[config.mk]
export PLATFORM = sky130hd
export DESIGN_NAME = sd_cmd_engine
export DESIGN_NICKNAME = d
export VERILOG_FILES = /design/src/rtl/sd_cmd_pkg.sv /design/src/rtl/sd_cmd_tx.sv /design/src/rtl/sd_cmd_rx.sv /design/src/rtl/sd_cmd_burst.sv /design/src/rtl/sd_cmd_engine.sv
export SDC_FILE = /design/constraint.sdc
export NUM_CORES = 1
export LEC_CHECK = 0
export BUFFER_PORTS_ARGS = -buffer_cell sky130_fd_sc_hd__clkbuf_2
export CORE_ASPECT_RATIO = 0.8
export CORE_UTILIZATION = 56
export DETAILED_ROUTE_END_ITERATION = 10
export PLACE_DENSITY_LB_ADDON = 0.1
export SETUP_SLACK_MARGIN = 0.02
export SYNTH_ARGS = -nofsm -noshare
export SYNTH_HDL_FRONTEND = slang
export SYNTH_SLANG_ARGS = --single-unit
[constraint.sdc]
create_clock -name clk -period 2.75 [get_ports clk]
set_input_delay 0.275 -clock clk [delete_from_list [all_inputs] [get_ports clk]]
set_output_delay 0.275 -clock clk [all_outputs]
set_load 0.05 [all_outputs]
[src/rtl/sd_cmd_pkg.sv]
package sd_cmd_pkg;

    localparam int IDX_W   = 6;
    localparam int ARG_W   = 32;
    localparam int CRC_W   = 7;
    localparam int FRAME_W = 2 + IDX_W + ARG_W + CRC_W + 1;
    localparam int BODY_W  = FRAME_W - CRC_W - 1;
    localparam int LONG_W  = 136;
    localparam int CAP_W   = 128;

    typedef enum logic [1:0] {
        PH_IDLE,
        PH_SEND,
        PH_RECV,
        PH_CLKS
    } phase_t;

    typedef struct packed {
        logic             start;
        logic             dir;
        logic [IDX_W-1:0] idx;
        logic [ARG_W-1:0] arg;
        logic [CRC_W-1:0] crc;
        logic             stop;
    } cmd_frame_t;

    typedef struct packed {
        logic cmd;
        logic rsp;
        logic rsp_long;
        logic pwr;
        logic tail;
    } launch_t;

    // one serial step of x^7 + x^3 + 1
    function automatic logic [CRC_W-1:0] crc7_step(input logic [CRC_W-1:0] c, input logic d);
        logic fb;
        fb = d ^ c[CRC_W-1];
        return {c[CRC_W-2:0], 1'b0} ^ (fb ? 7'h09 : 7'h00);
    endfunction

    function automatic cmd_frame_t make_frame(input logic [IDX_W-1:0] idx, input logic [ARG_W-1:0] arg);
        cmd_frame_t        f;
        logic [BODY_W-1:0] body;
        logic [CRC_W-1:0]  c;
        f.start = 1'b0;
        f.dir   = 1'b1;
        f.idx   = idx;
        f.arg   = arg;
        f.stop  = 1'b1;
        body    = {f.start, f.dir, idx, arg};
        c       = '0;
        for (int i = BODY_W - 1; i >= 0; i--) begin
            c = crc7_step(c, body[i]);
        end
        f.crc = c;
        return f;
    endfunction

endpackage

[src/rtl/sd_cmd_tx.sv]
module sd_cmd_tx
    import sd_cmd_pkg::*;
(
    input  logic             clk,
    input  logic             rst,
    input  logic             kill,
    input  logic             start,
    input  logic [IDX_W-1:0] idx,
    input  logic [ARG_W-1:0] arg,
    output logic             active,
    output logic             done,
    output logic             bit_o
);
    localparam int CNT_W = $clog2(FRAME_W);
    localparam logic [CNT_W-1:0] LAST = CNT_W'(FRAME_W - 1);

    logic [FRAME_W-1:0] sh;
    logic [CNT_W-1:0]   cnt;

    assign done  = active && (cnt == LAST);
    assign bit_o = sh[FRAME_W-1];

    always_ff @(posedge clk) begin
        if (rst || kill) begin
            active <= 1'b0;
            cnt    <= '0;
            sh     <= '1;
        end else if (start) begin
            active <= 1'b1;
            cnt    <= '0;
            sh     <= make_frame(idx, arg);
        end else if (active) begin
            sh  <= {sh[FRAME_W-2:0], 1'b1};
            cnt <= cnt + 1'b1;
            if (done) begin
                active <= 1'b0;
            end
        end
    end


    tx_start_bit_chk: assert property (@(posedge clk) disable iff (rst)
        (start && !kill) |=> (active && !bit_o));

endmodule

[src/rtl/sd_cmd_rx.sv]
module sd_cmd_rx
    import sd_cmd_pkg::*;
#(
    parameter int TMO = 64
) (
    input  logic             clk,
    input  logic             rst,
    input  logic             kill,
    input  logic             start,
    input  logic             long_sel,
    input  logic             din,
    output logic             active,
    output logic             done,
    output logic             tmo,
    output logic             crc_good,
    output logic [CAP_W-1:0] cap
);
    localparam int SHORT_N = FRAME_W - 1;
    localparam int LONG_N  = LONG_W - 1;
    localparam int CNT_W   = $clog2(LONG_N + 1);
    localparam int WT_W    = $clog2(TMO);
    localparam logic [CNT_W-1:0] S_LAST   = CNT_W'(SHORT_N - 1);
    localparam logic [CNT_W-1:0] L_LAST   = CNT_W'(LONG_N - 1);
    localparam logic [CNT_W-1:0] S_CRC_HI = CNT_W'(SHORT_N - 1 - 8);
    localparam logic [CNT_W-1:0] L_CRC_LO = CNT_W'(LONG_N - 1 - 127);
    localparam logic [CNT_W-1:0] L_CRC_HI = CNT_W'(LONG_N - 1 - 8);
    localparam logic [WT_W-1:0]  W_LAST   = WT_W'(TMO - 1);

    logic             started;
    logic             is_long;
    logic [WT_W-1:0]  wcnt;
    logic [CNT_W-1:0] bcnt;
    logic [CAP_W-2:0] sh;
    logic [CRC_W-1:0] crc;
    logic [CNT_W-1:0] last_b;
    logic             crc_on;

    assign last_b   = is_long ? L_LAST : S_LAST;
    assign crc_on   = is_long ? ((bcnt >= L_CRC_LO) && (bcnt <= L_CRC_HI)) : (bcnt <= S_CRC_HI);
    assign done     = active && started && (bcnt == last_b);
    assign tmo      = active && !started && din && (wcnt == W_LAST);
    assign crc_good = (crc == sh[CRC_W-1:0]);

    always_ff @(posedge clk) begin
        if (rst) begin
            active  <= 1'b0;
            started <= 1'b0;
            is_long <= 1'b0;
            wcnt    <= '0;
            bcnt    <= '0;
            sh      <= '0;
            crc     <= '0;
            cap     <= '0;
        end else if (kill) begin
            active  <= 1'b0;
            started <= 1'b0;
        end else if (start) begin
            active  <= 1'b1;
            started <= 1'b0;
            is_long <= long_sel;
            wcnt    <= '0;
            bcnt    <= '0;
            crc     <= '0;
        end else if (active) begin
            if (!started) begin
                if (!din) begin
                    started <= 1'b1;
                end else if (tmo) begin
                    active <= 1'b0;
                end else begin
                    wcnt <= wcnt + 1'b1;
                end
            end else begin
                sh   <= {sh[CAP_W-3:0], din};
                bcnt <= bcnt + 1'b1;
                if (crc_on) begin
                    crc <= crc7_step(crc, din);
                end
                if (done) begin
                    active  <= 1'b0;
                    started <= 1'b0;
                    cap     <= {sh, din};
                end
            end
        end
    end

endmodule

[src/rtl/sd_cmd_burst.sv]
module sd_cmd_burst #(
    parameter int N_LONG  = 74,
    parameter int N_SHORT = 8
) (
    input  logic clk,
    input  logic rst,
    input  logic kill,
    input  logic start,
    input  logic sel_long,
    output logic active,
    output logic done,
    output logic is_long
);
    localparam int CW = $clog2(N_LONG);
    localparam logic [CW-1:0] LAST_L = CW'(N_LONG - 1);
    localparam logic [CW-1:0] LAST_S = CW'(N_SHORT - 1);

    logic [CW-1:0] cnt;

    assign done = active && (cnt == (is_long ? LAST_L : LAST_S));

    always_ff @(posedge clk) begin
        if (rst || kill) begin
            active  <= 1'b0;
            is_long <= 1'b0;
            cnt     <= '0;
        end else if (start) begin
            active  <= 1'b1;
            is_long <= sel_long;
            cnt     <= '0;
        end else if (active) begin
            cnt <= cnt + 1'b1;
            if (done) begin
                active <= 1'b0;
            end
        end
    end

endmodule

[src/rtl/sd_cmd_engine.sv]
module sd_cmd_engine
    import sd_cmd_pkg::*;
#(
    parameter int TMO_CLKS  = 64,
    parameter int PWR_CLKS  = 74,
    parameter int TAIL_CLKS = 8
) (
    input  logic               clk,
    input  logic               rst,
    input  logic [IDX_W-1:0]   cmd_idx,
    input  logic [ARG_W-1:0]   cmd_arg,
    input  logic               set_cmd,
    input  logic               set_rsp,
    input  logic               set_rsp_long,
    input  logic               set_pwr_clk,
    input  logic               set_tail_clk,
    input  logic               ctl_abort,
    input  logic               crc_err_clr,
    input  logic               tmo_clr,
    input  logic               cmd_in,
    input  logic               dat0_in,
    output logic               cmd_out,
    output logic               cmd_oe,
    output logic               card_clk_run,
    output logic               cmd_busy,
    output logic               rsp_busy,
    output logic               rsp_long_busy,
    output logic               pwr_busy,
    output logic               tail_busy,
    output logic               crc_pass,
    output logic               crc_err,
    output logic               rsp_tmo,
    output logic               dat0_level,
    output logic [ARG_W-1:0]   rsp_word,
    output logic [CAP_W-1:0]   rsp_long
);
    phase_t  ph;
    launch_t en;

    logic tx_act, tx_done, tx_bit;
    logic rx_act, rx_done, rx_tmo, rx_good;
    logic b_act, b_done, b_long;
    logic pick_tx, pick_rx, pick_b;
    logic [CAP_W-1:0] cap;

    assign pick_tx = (ph == PH_IDLE) && !ctl_abort && !en.pwr && en.cmd;
    assign pick_rx = (ph == PH_IDLE) && !ctl_abort && !en.pwr && !en.cmd && (en.rsp || en.rsp_long);
    assign pick_b  = (ph == PH_IDLE) && !ctl_abort &&
                     (en.pwr || (!en.cmd && !en.rsp && !en.rsp_long && en.tail));

    sd_cmd_tx u_tx (
        .clk(clk), .rst(rst), .kill(ctl_abort), .start(pick_tx),
        .idx(cmd_idx), .arg(cmd_arg),
        .active(tx_act), .done(tx_done), .bit_o(tx_bit)
    );

    sd_cmd_rx #(.TMO(TMO_CLKS)) u_rx (
        .clk(clk), .rst(rst), .kill(ctl_abort), .start(pick_rx),
        .long_sel(en.rsp_long), .din(cmd_in),
        .active(rx_act), .done(rx_done), .tmo(rx_tmo),
        .crc_good(rx_good), .cap(cap)
    );

    sd_cmd_burst #(.N_LONG(PWR_CLKS), .N_SHORT(TAIL_CLKS)) u_burst (
        .clk(clk), .rst(rst), .kill(ctl_abort), .start(pick_b),
        .sel_long(en.pwr), .active(b_act), .done(b_done), .is_long(b_long)
    );

    assign cmd_oe        = tx_act;
    assign cmd_out       = tx_act ? tx_bit : 1'b1;
    assign card_clk_run  = tx_act || rx_act || b_act;
    assign cmd_busy      = en.cmd;
    assign rsp_busy      = en.rsp;
    assign rsp_long_busy = en.rsp_long;
    assign pwr_busy      = en.pwr;
    assign tail_busy     = en.tail;
    assign rsp_word      = cap[39:8];
    assign rsp_long      = cap;

    // phase sequencing and self-clearing launch bits
    always_ff @(posedge clk) begin
        if (rst || ctl_abort) begin
            ph <= PH_IDLE;
            en <= '0;
        end else begin
            unique case (ph)
                PH_IDLE: begin
                    if (pick_tx)      ph <= PH_SEND;
                    else if (pick_rx) ph <= PH_RECV;
                    else if (pick_b)  ph <= PH_CLKS;
                end
                PH_SEND: if (tx_done) ph <= PH_IDLE;
                PH_RECV: if (rx_done || rx_tmo) ph <= PH_IDLE;
                PH_CLKS: if (b_done) ph <= PH_IDLE;
                default: ph <= PH_IDLE;
            endcase
            en.cmd      <= (en.cmd      && !tx_done)               || set_cmd;
            en.rsp      <= (en.rsp      && !(rx_done || rx_tmo))   || set_rsp;
            en.rsp_long <= (en.rsp_long && !(rx_done || rx_tmo))   || set_rsp_long;
            en.pwr      <= (en.pwr      && !(b_done && b_long))    || set_pwr_clk;
            en.tail     <= (en.tail     && !(b_done && !b_long))   || set_tail_clk;
        end
    end

    // status flags
    always_ff @(posedge clk) begin
        if (rst) begin
            crc_pass   <= 1'b0;
            crc_err    <= 1'b0;
            rsp_tmo    <= 1'b0;
            dat0_level <= 1'b0;
        end else begin
            if (rx_done && !ctl_abort) begin
                crc_pass <= rx_good;
            end
            crc_err <= (crc_err && !crc_err_clr) || (rx_done && !rx_good && !ctl_abort);
            rsp_tmo <= (rsp_tmo && !tmo_clr) || (rx_tmo && !ctl_abort);
            if (b_done && !b_long && !ctl_abort) begin
                dat0_level <= dat0_in;
            end
        end
    end


    rsp_clear_chk: assert property (@(posedge clk) disable iff (rst)
        (rx_done && !set_rsp && !set_rsp_long && !ctl_abort) |=> (!rsp_busy && !rsp_long_busy));


    tmo_flag_chk: assert property (@(posedge clk) disable iff (rst)
        (rx_tmo && !ctl_abort && !set_rsp && !set_rsp_long) |=> (rsp_tmo && !rsp_busy && !rsp_long_busy));


    one_phase_chk: assert property (@(posedge clk) disable iff (rst)
        $onehot0({tx_act, rx_act, b_act}));


    abort_idle_chk: assert property (@(posedge clk) disable iff (rst)
        ctl_abort |=> (!card_clk_run && !cmd_busy && !rsp_busy && !rsp_long_busy && !pwr_busy && !tail_busy));


    pwr_quiet_chk: assert property (@(posedge clk) disable iff (rst)
        (b_act && b_long) |-> (cmd_out && !cmd_oe));

endmodule

After elaboration in Yosys (flattened, before gate mapping)
Cells that the tools add are included. W data, S select, Z words.

Add/subtract/negate cells: 4. Mux-type cells: 78. Bitwise operators: 79. Reductions and logical operators: 75. Magnitude comparators: 3. Equality and inequality tests: 14.

Operator list (number): $xor A7 B7 Y7 (38); $mux W4 (39); $mux W48 (2); $xor A1 B1 Y1 (37); $mux W7 (5); $mux W8 (4); $logic_and A1 B1 Y1 (31); $mux W6 (5); $mux W1 (16); $eq A7 B7 Y1 (2); $logic_not A1 Y1 (14); $logic_or A1 B1 Y1 (13); $add A6 B1 Y6 const B (2); $eq A6 B6 Y1 const B (2); $mux W2 (6); $reduce_and A4 Y1 (3); $reduce_and A5 Y1 (2); $reduce_bool A2 Y1 (5); $add A8 B1 Y8 const B (1); $eq A8 B8 Y1 (1); $ge A8 B3 Y1 const B (1); $le A8 B6 Y1 const B (1); $le A8 B7 Y1 const B (1); $ne A2 B2 Y1 const B (4); other kinds (14) (18).

Word-level logic and storage cells: 278. Flip-flop bits (word level): 353. Input port bits: 50. Output and inout bits: 172.

Depth between registers and ports, before layout
Depth in word-level cells: 112. Gate-level depth with buffers: 10. Mapped depth without buffers: 8.

Cells and area by module
A second synthesis with hierarchy kept.

Cells, all modules: 1746. Area, all modules: 14317.5 µm².

Modules (own cells, without submodules): sd_cmd_rx (times used 1, area an instance 10004.6 µm², cells an instance 1265, sequential area each 5585.4 µm²); sd_cmd_tx (times used 1, area an instance 3179.3 µm², cells an instance 342, sequential area each 1081.0 µm²); sd_cmd_engine (times used 1, area an instance 728.2 µm², cells an instance 93, sequential area each 220.2 µm²); sd_cmd_burst (times used 1, area an instance 405.4 µm², cells an instance 46, sequential area each 180.2 µm²).

Worst setup path before layout
OpenSTA, ideal clock, no wires.

Path type: input -> register. Start: input port cmd_idx[2]. End: register u_tx.sh[7]. Buffers on the path: 0. Stages: 8. Data arrival time: 2.315 ns. Path slack: 0.319 ns. Setup time: 0.115 ns. Cells stage by stage: xor2_2 -> xnor3_2 -> xor2_1 -> xnor2_1 -> xnor2_1 -> xnor2_1 -> or4_1 -> and3_1.

Word-level cells in the longest chain between the ends: 52.

Ends and longest elaborated chain: from (decl) (line sd_cmd_engine.sv:10) `input logic [IDX_W-1:0] cmd_idx,`; $xor A1 B1 Y1 * (line sd_cmd_pkg.sv:38) `fb = d ^ c[CRC_W-1];`; $mux W4 * (line sd_cmd_pkg.sv:39) `return {c[CRC_W-2:0], 1'b0} ^ (fb ? 7'h09 : 7'h00);`; $xor A7 B7 Y7 * (4 in a row) (line sd_cmd_pkg.sv:39); $xor A1 B1 Y1 / $xor A7 B7 Y7 (equally long branches) (line sd_cmd_pkg.sv:38, sd_cmd_pkg.sv:39); $mux W4 / $xor A7 B7 Y7 (equally long branches) (line sd_cmd_pkg.sv:39); $xor A7 B7 Y7 * (4 in a row) (line sd_cmd_pkg.sv:39); $xor A1 B1 Y1 / $xor A7 B7 Y7 (equally long branches) (line sd_cmd_pkg.sv:38, sd_cmd_pkg.sv:39); $mux W4 / $xor A7 B7 Y7 (equally long branches) (line sd_cmd_pkg.sv:39); [... 18 more ...]; $xor A7 B7 Y7 * (4 in a row) (line sd_cmd_pkg.sv:39); $xor A1 B1 Y1 / $xor A7 B7 Y7 (equally long branches) (line sd_cmd_pkg.sv:38, sd_cmd_pkg.sv:39); $mux W4 / $xor A7 B7 Y7 (equally long branches) (line sd_cmd_pkg.sv:39); $xor A7 B7 Y7 * (4 in a row) (line sd_cmd_pkg.sv:39); $xor A1 B1 Y1 / $xor A7 B7 Y7 (equally long branches) (line sd_cmd_pkg.sv:38, sd_cmd_pkg.sv:39); $mux W4 / $xor A7 B7 Y7 (equally long branches) (line sd_cmd_pkg.sv:39); $xor A7 B7 Y7 * (7 in a row) (line sd_cmd_pkg.sv:39); $mux W48 * (line sd_cmd_tx.sv:28) `end else if (start) begin`; to (signal assigned) (line sd_cmd_tx.sv:31) `sh <= make_frame(idx, arg);`; to (signal assigned) (line sd_cmd_tx.sv:33) `sh <= {sh[FRAME_W-2:0], 1'b1};`; to (decl) (line sd_cmd_tx.sv:17) `logic [FRAME_W-1:0] sh;`.

Every way passes the cells marked *; elsewhere a longest branch is shown, timed or not. A chain may end at the register's enable or synchronous reset.

Worst setup path in the final report
Start: register ph[1]. End: register u_rx.cap[74].

Word-level cells in the longest chain between the ends: 7.

Ends and longest elaborated chain: from (decl) (line sd_cmd_engine.sv:37) `phase_t ph;`; from (signal assigned) (line sd_cmd_engine.sv:83) `ph <= PH_IDLE;`; from (signal assigned) (line sd_cmd_engine.sv:88) `if (pick_tx) ph <= PH_SEND;`; from (signal assigned) (line sd_cmd_engine.sv:89) `else if (pick_rx) ph <= PH_RECV;`; $logic_not A2 Y1 (line sd_cmd_engine.sv:47) `assign pick_rx = (ph == PH_IDLE) && !ctl_abort && !en.pwr && !en.cmd && (en.rsp || en.rsp_long);`; $logic_and A1 B1 Y1 (4 in a row) (line sd_cmd_engine.sv:47); $not A1 Y1 (no source line); $reduce_and A5 Y1 (no source line); to (signal assigned) (line sd_cmd_rx.sv:82) `cap <= {sh, din};`; to (decl) (line sd_cmd_rx.sv:16) `output logic [CAP_W-1:0] cap`.

No other way between the ends.

==> qor.yml <==
ys_types: 47
first_iter_violations: 789
top_usage_layer: "met2"
powerDensity_nw_per_um2: 688
worst_skew_pair.late_latency_ns: 0.51
switching_share: 0.231
root_buffer: "clkbuf_16"
syn_to_final_growth_pct: 17.2
status: "finished clean"
grt.total_usage: 0.235
crit_start: "ph[1]$_SDFFE_PP0P_"
path_max_fanout: 40
power.leakage_nw: 6.07
p_int_mw: 8.71
via_per_inst: 5.19
synth.avg_cell_area_sq_um: 8.10
hp-class: "in -> reg"
final-max-slew-violation-count: 0
fin_util: 0.673
port_buffers: 221
r2r_slack_ns: 0.46
synth-async-reset-ratio: 0
yosysTopAreaCell: "dfxtp_1"
rsz0062_at_grt: "no"
finalCriticalPeriod_ns: 2.29
grt_max_degree: 138
core-area_sq_um: 24400
vias: 11500
hold_violations: 0
cts_max_level: 2
path_clk_slew_ns: 0.06
synth_top_area_frac: 0.504
fin_nets: 1926
routedWlPerCell_microns: 13.8
die_h_microns: 144
grt_pass1_vias: 10200
cts_buffers: 35
grt_use_met2: 0.365
die_area_sq_um: 25700
setup_viol: 0
clock-sinks: 353
grt_pass1_wl_microns: 49900
synth_area_sq_um: 14000
clockPowerShare: 0.433
num-fill-cells: 2048
yosys_warnings: 0
seq_power_share: 0.455
period_share: 0.834
slew_headroom: 0.339
drc: 0
grtUsageMet3: 0.0370
cp-start-kind: "flip-flop"
cts_tree: "done"
num_io_pins: 222
ff2ff_path_depth: 7
ir_drop_uv: 481
r2r_start: "ph[1]$_SDFFE_PP0P_"
crit_type: "reg -> reg"
grt_overflow: 0
end_kind: "flip-flop"
r2r_end: "u_rx.cap[74]$_SDFFE_PP0P_"
synth-seq-cells: 353
gp_congestion: 0.888
critical_path_required_ns: 3.17
synth_area_leaders: "dfxtp_1 (50%), nand2_1 (16%), a21oi_1 (9.8%)"
dpl_cell_area_sq_um: 15200
rows: 51
hpwl_microns: 19500
fin_skew_ns: 0.0156
diodes: 0
first_pass_iters: 4
ys_seq_area_frac: 0.504
clk_path_buf_depth: 3
cap_violations: 0
timing_worst_slew_pin_value_ns: 0.991
drt-total-wl_microns: 30600
p_total_mw: 11.3
combPwrFrac: 0.112
die_w_microns: 179
cp.arrival_ns: 2.72
layout_common_cells: "nand2_1 (613), dfxtp_1 (352), a21oi_1 (276)"
max_freq_ghz: 0.436
ys.flop_type: "dfxtp_1"
final_area_sq_um: 16400
antenna_found_initial: 0
final_antenna_net_count: 0
endpoint: "u_rx.cap[74]$_SDFFE_PP0P_"
worst_hold_slack_ns: 0.0204
synth_fp_nets: 1787
setup_tns_ns: 0
initial_core_util: 0.574
p_sw_mw: 2.61
synthCells: 1732
final_common_cell: "nand2_1"
synth_edf_count: 0
met1_usage: 0.339
drive_above_1_share: 0.171
-- critical path: stages, from the launching register on --
cell and delay (ns):
dfxtp_1 0.38, or3_1 0.43, nor4_2 0.22, buf_4 0.23
or3_4 0.41, buf_12 0.26, nand2_1 0.08, a21oi_1 0.14
-- routing by layer --
metal	vias to the layer above	share of wire
met5	-	0
met4	0	0.017
met3	43	0.055
met2	283	0.45
met1	5288	0.48
li1	5885	-
-- worst min-delay path by stage --
stage | startpoint | end | slack [ns] | depth (start not counted)
global placement | crc_pass$_SDFFE_PP0P_ | crc_pass$_SDFFE_PP0P_ | 0.44 | 2
global route | crc_err_clr | crc_err$_SDFF_PP0_ | 0.05 | 4
finish | dat0_in | dat0_level$_SDFFE_PP0P_ | 0.02 | 3
CTS | dat0_in | dat0_level$_SDFFE_PP0P_ | 0.009 | 3
floorplan | set_cmd | cmd_busy$_SDFF_PP0_ | 0.39 | 2
detailed placement | u_rx.cap[59]$_SDFFE_PP0P_ | u_rx.cap[59]$_SDFFE_PP0P_ | 0.45 | 2
-- stage by stage --
step                      std cells  worst slack, ns
after floorplan                1732            0.319
after global placement         2147           0.0666
after detailed placement       2147           0.0212
after CTS                      2216            0.467
after global routing           2216            0.278
final                          2216            0.456
-- logic make-up after synthesis --
kind of cell | after synthesis | share of synthesized area
flops | 353 | 0.504
mux | 57 | 0.0408
buf+inv | 153 | 0.0503
fa+ha+maj | 5 | 0.00446
xor+xnor | 99 | 0.0731
compound gates | 338 | 0.123
simple gates | 727 | 0.204
-- power groups by stage --
stage | Combinational (mW) | Clock, mW | Sequential, mW
2_1_floorplan | 1.02 | 0 | 5.27
3_3_place_gp | 1.23 | 0 | 5.26
3_5_place_dp | 1.25 | 0 | 5.26
4_1_cts | 1.27 | 5.01 | 5.15
5_1_grt | 1.35 | 5.21 | 5.15
6_report | 1.27 | 4.90 | 5.15
-- sequential cells by signal, summed over array words and instances (netlist names), 2 cells and up --
| name | cells |
|---|---|
| u_rx.cap | 128 |
| u_rx.sh | 127 |
| u_tx.sh | 47 |
| u_rx.bcnt | 8 |
| u_burst.cnt | 7 |
| u_rx.crc | 7 |
| u_rx.wcnt | 6 |
| u_tx.cnt | 6 |
| ph | 2 |
-- cells in the mapped netlist, types with 5 or more instances --
cell type    n
a21oi_1    276
buf_2        9
buf_4       32
clkbuf_1   102
dfxtp_1    353
ha_1         5
inv_1        6
mux2i_1     55
nand2_1    614
nand2b_1     5
nand3_1      5
nand4_1     11
nor2_1      56
nor3_1      12
o21ai_0     49
or3_1        5
xnor2_1     54
xor2_1      32
-- final cells by class --
| type | count | area, sq um | area share |
|---|---|---|---|
| clock buffer | 51 | 1050 | 0.0637 |
| multi-input combinational | 1226 | 6290 | 0.383 |
| inverter | 6 | 22.5 | 0.00137 |
| sequential | 353 | 7070 | 0.430 |
| clock inverter | 13 | 158 | 0.00958 |
| tap | 318 | 398 | 0.0242 |
| timing repair buffer | 249 | 1460 | 0.0889 |
-- what timing repair did --
action                                 CTS  global route
hold buffers                             5             0
endpoints found under the hold margin    5             0
gates resized for setup                  0             0
buffers inserted                         0             0
No activity file was read; power rests on OpenSTA's default activity.
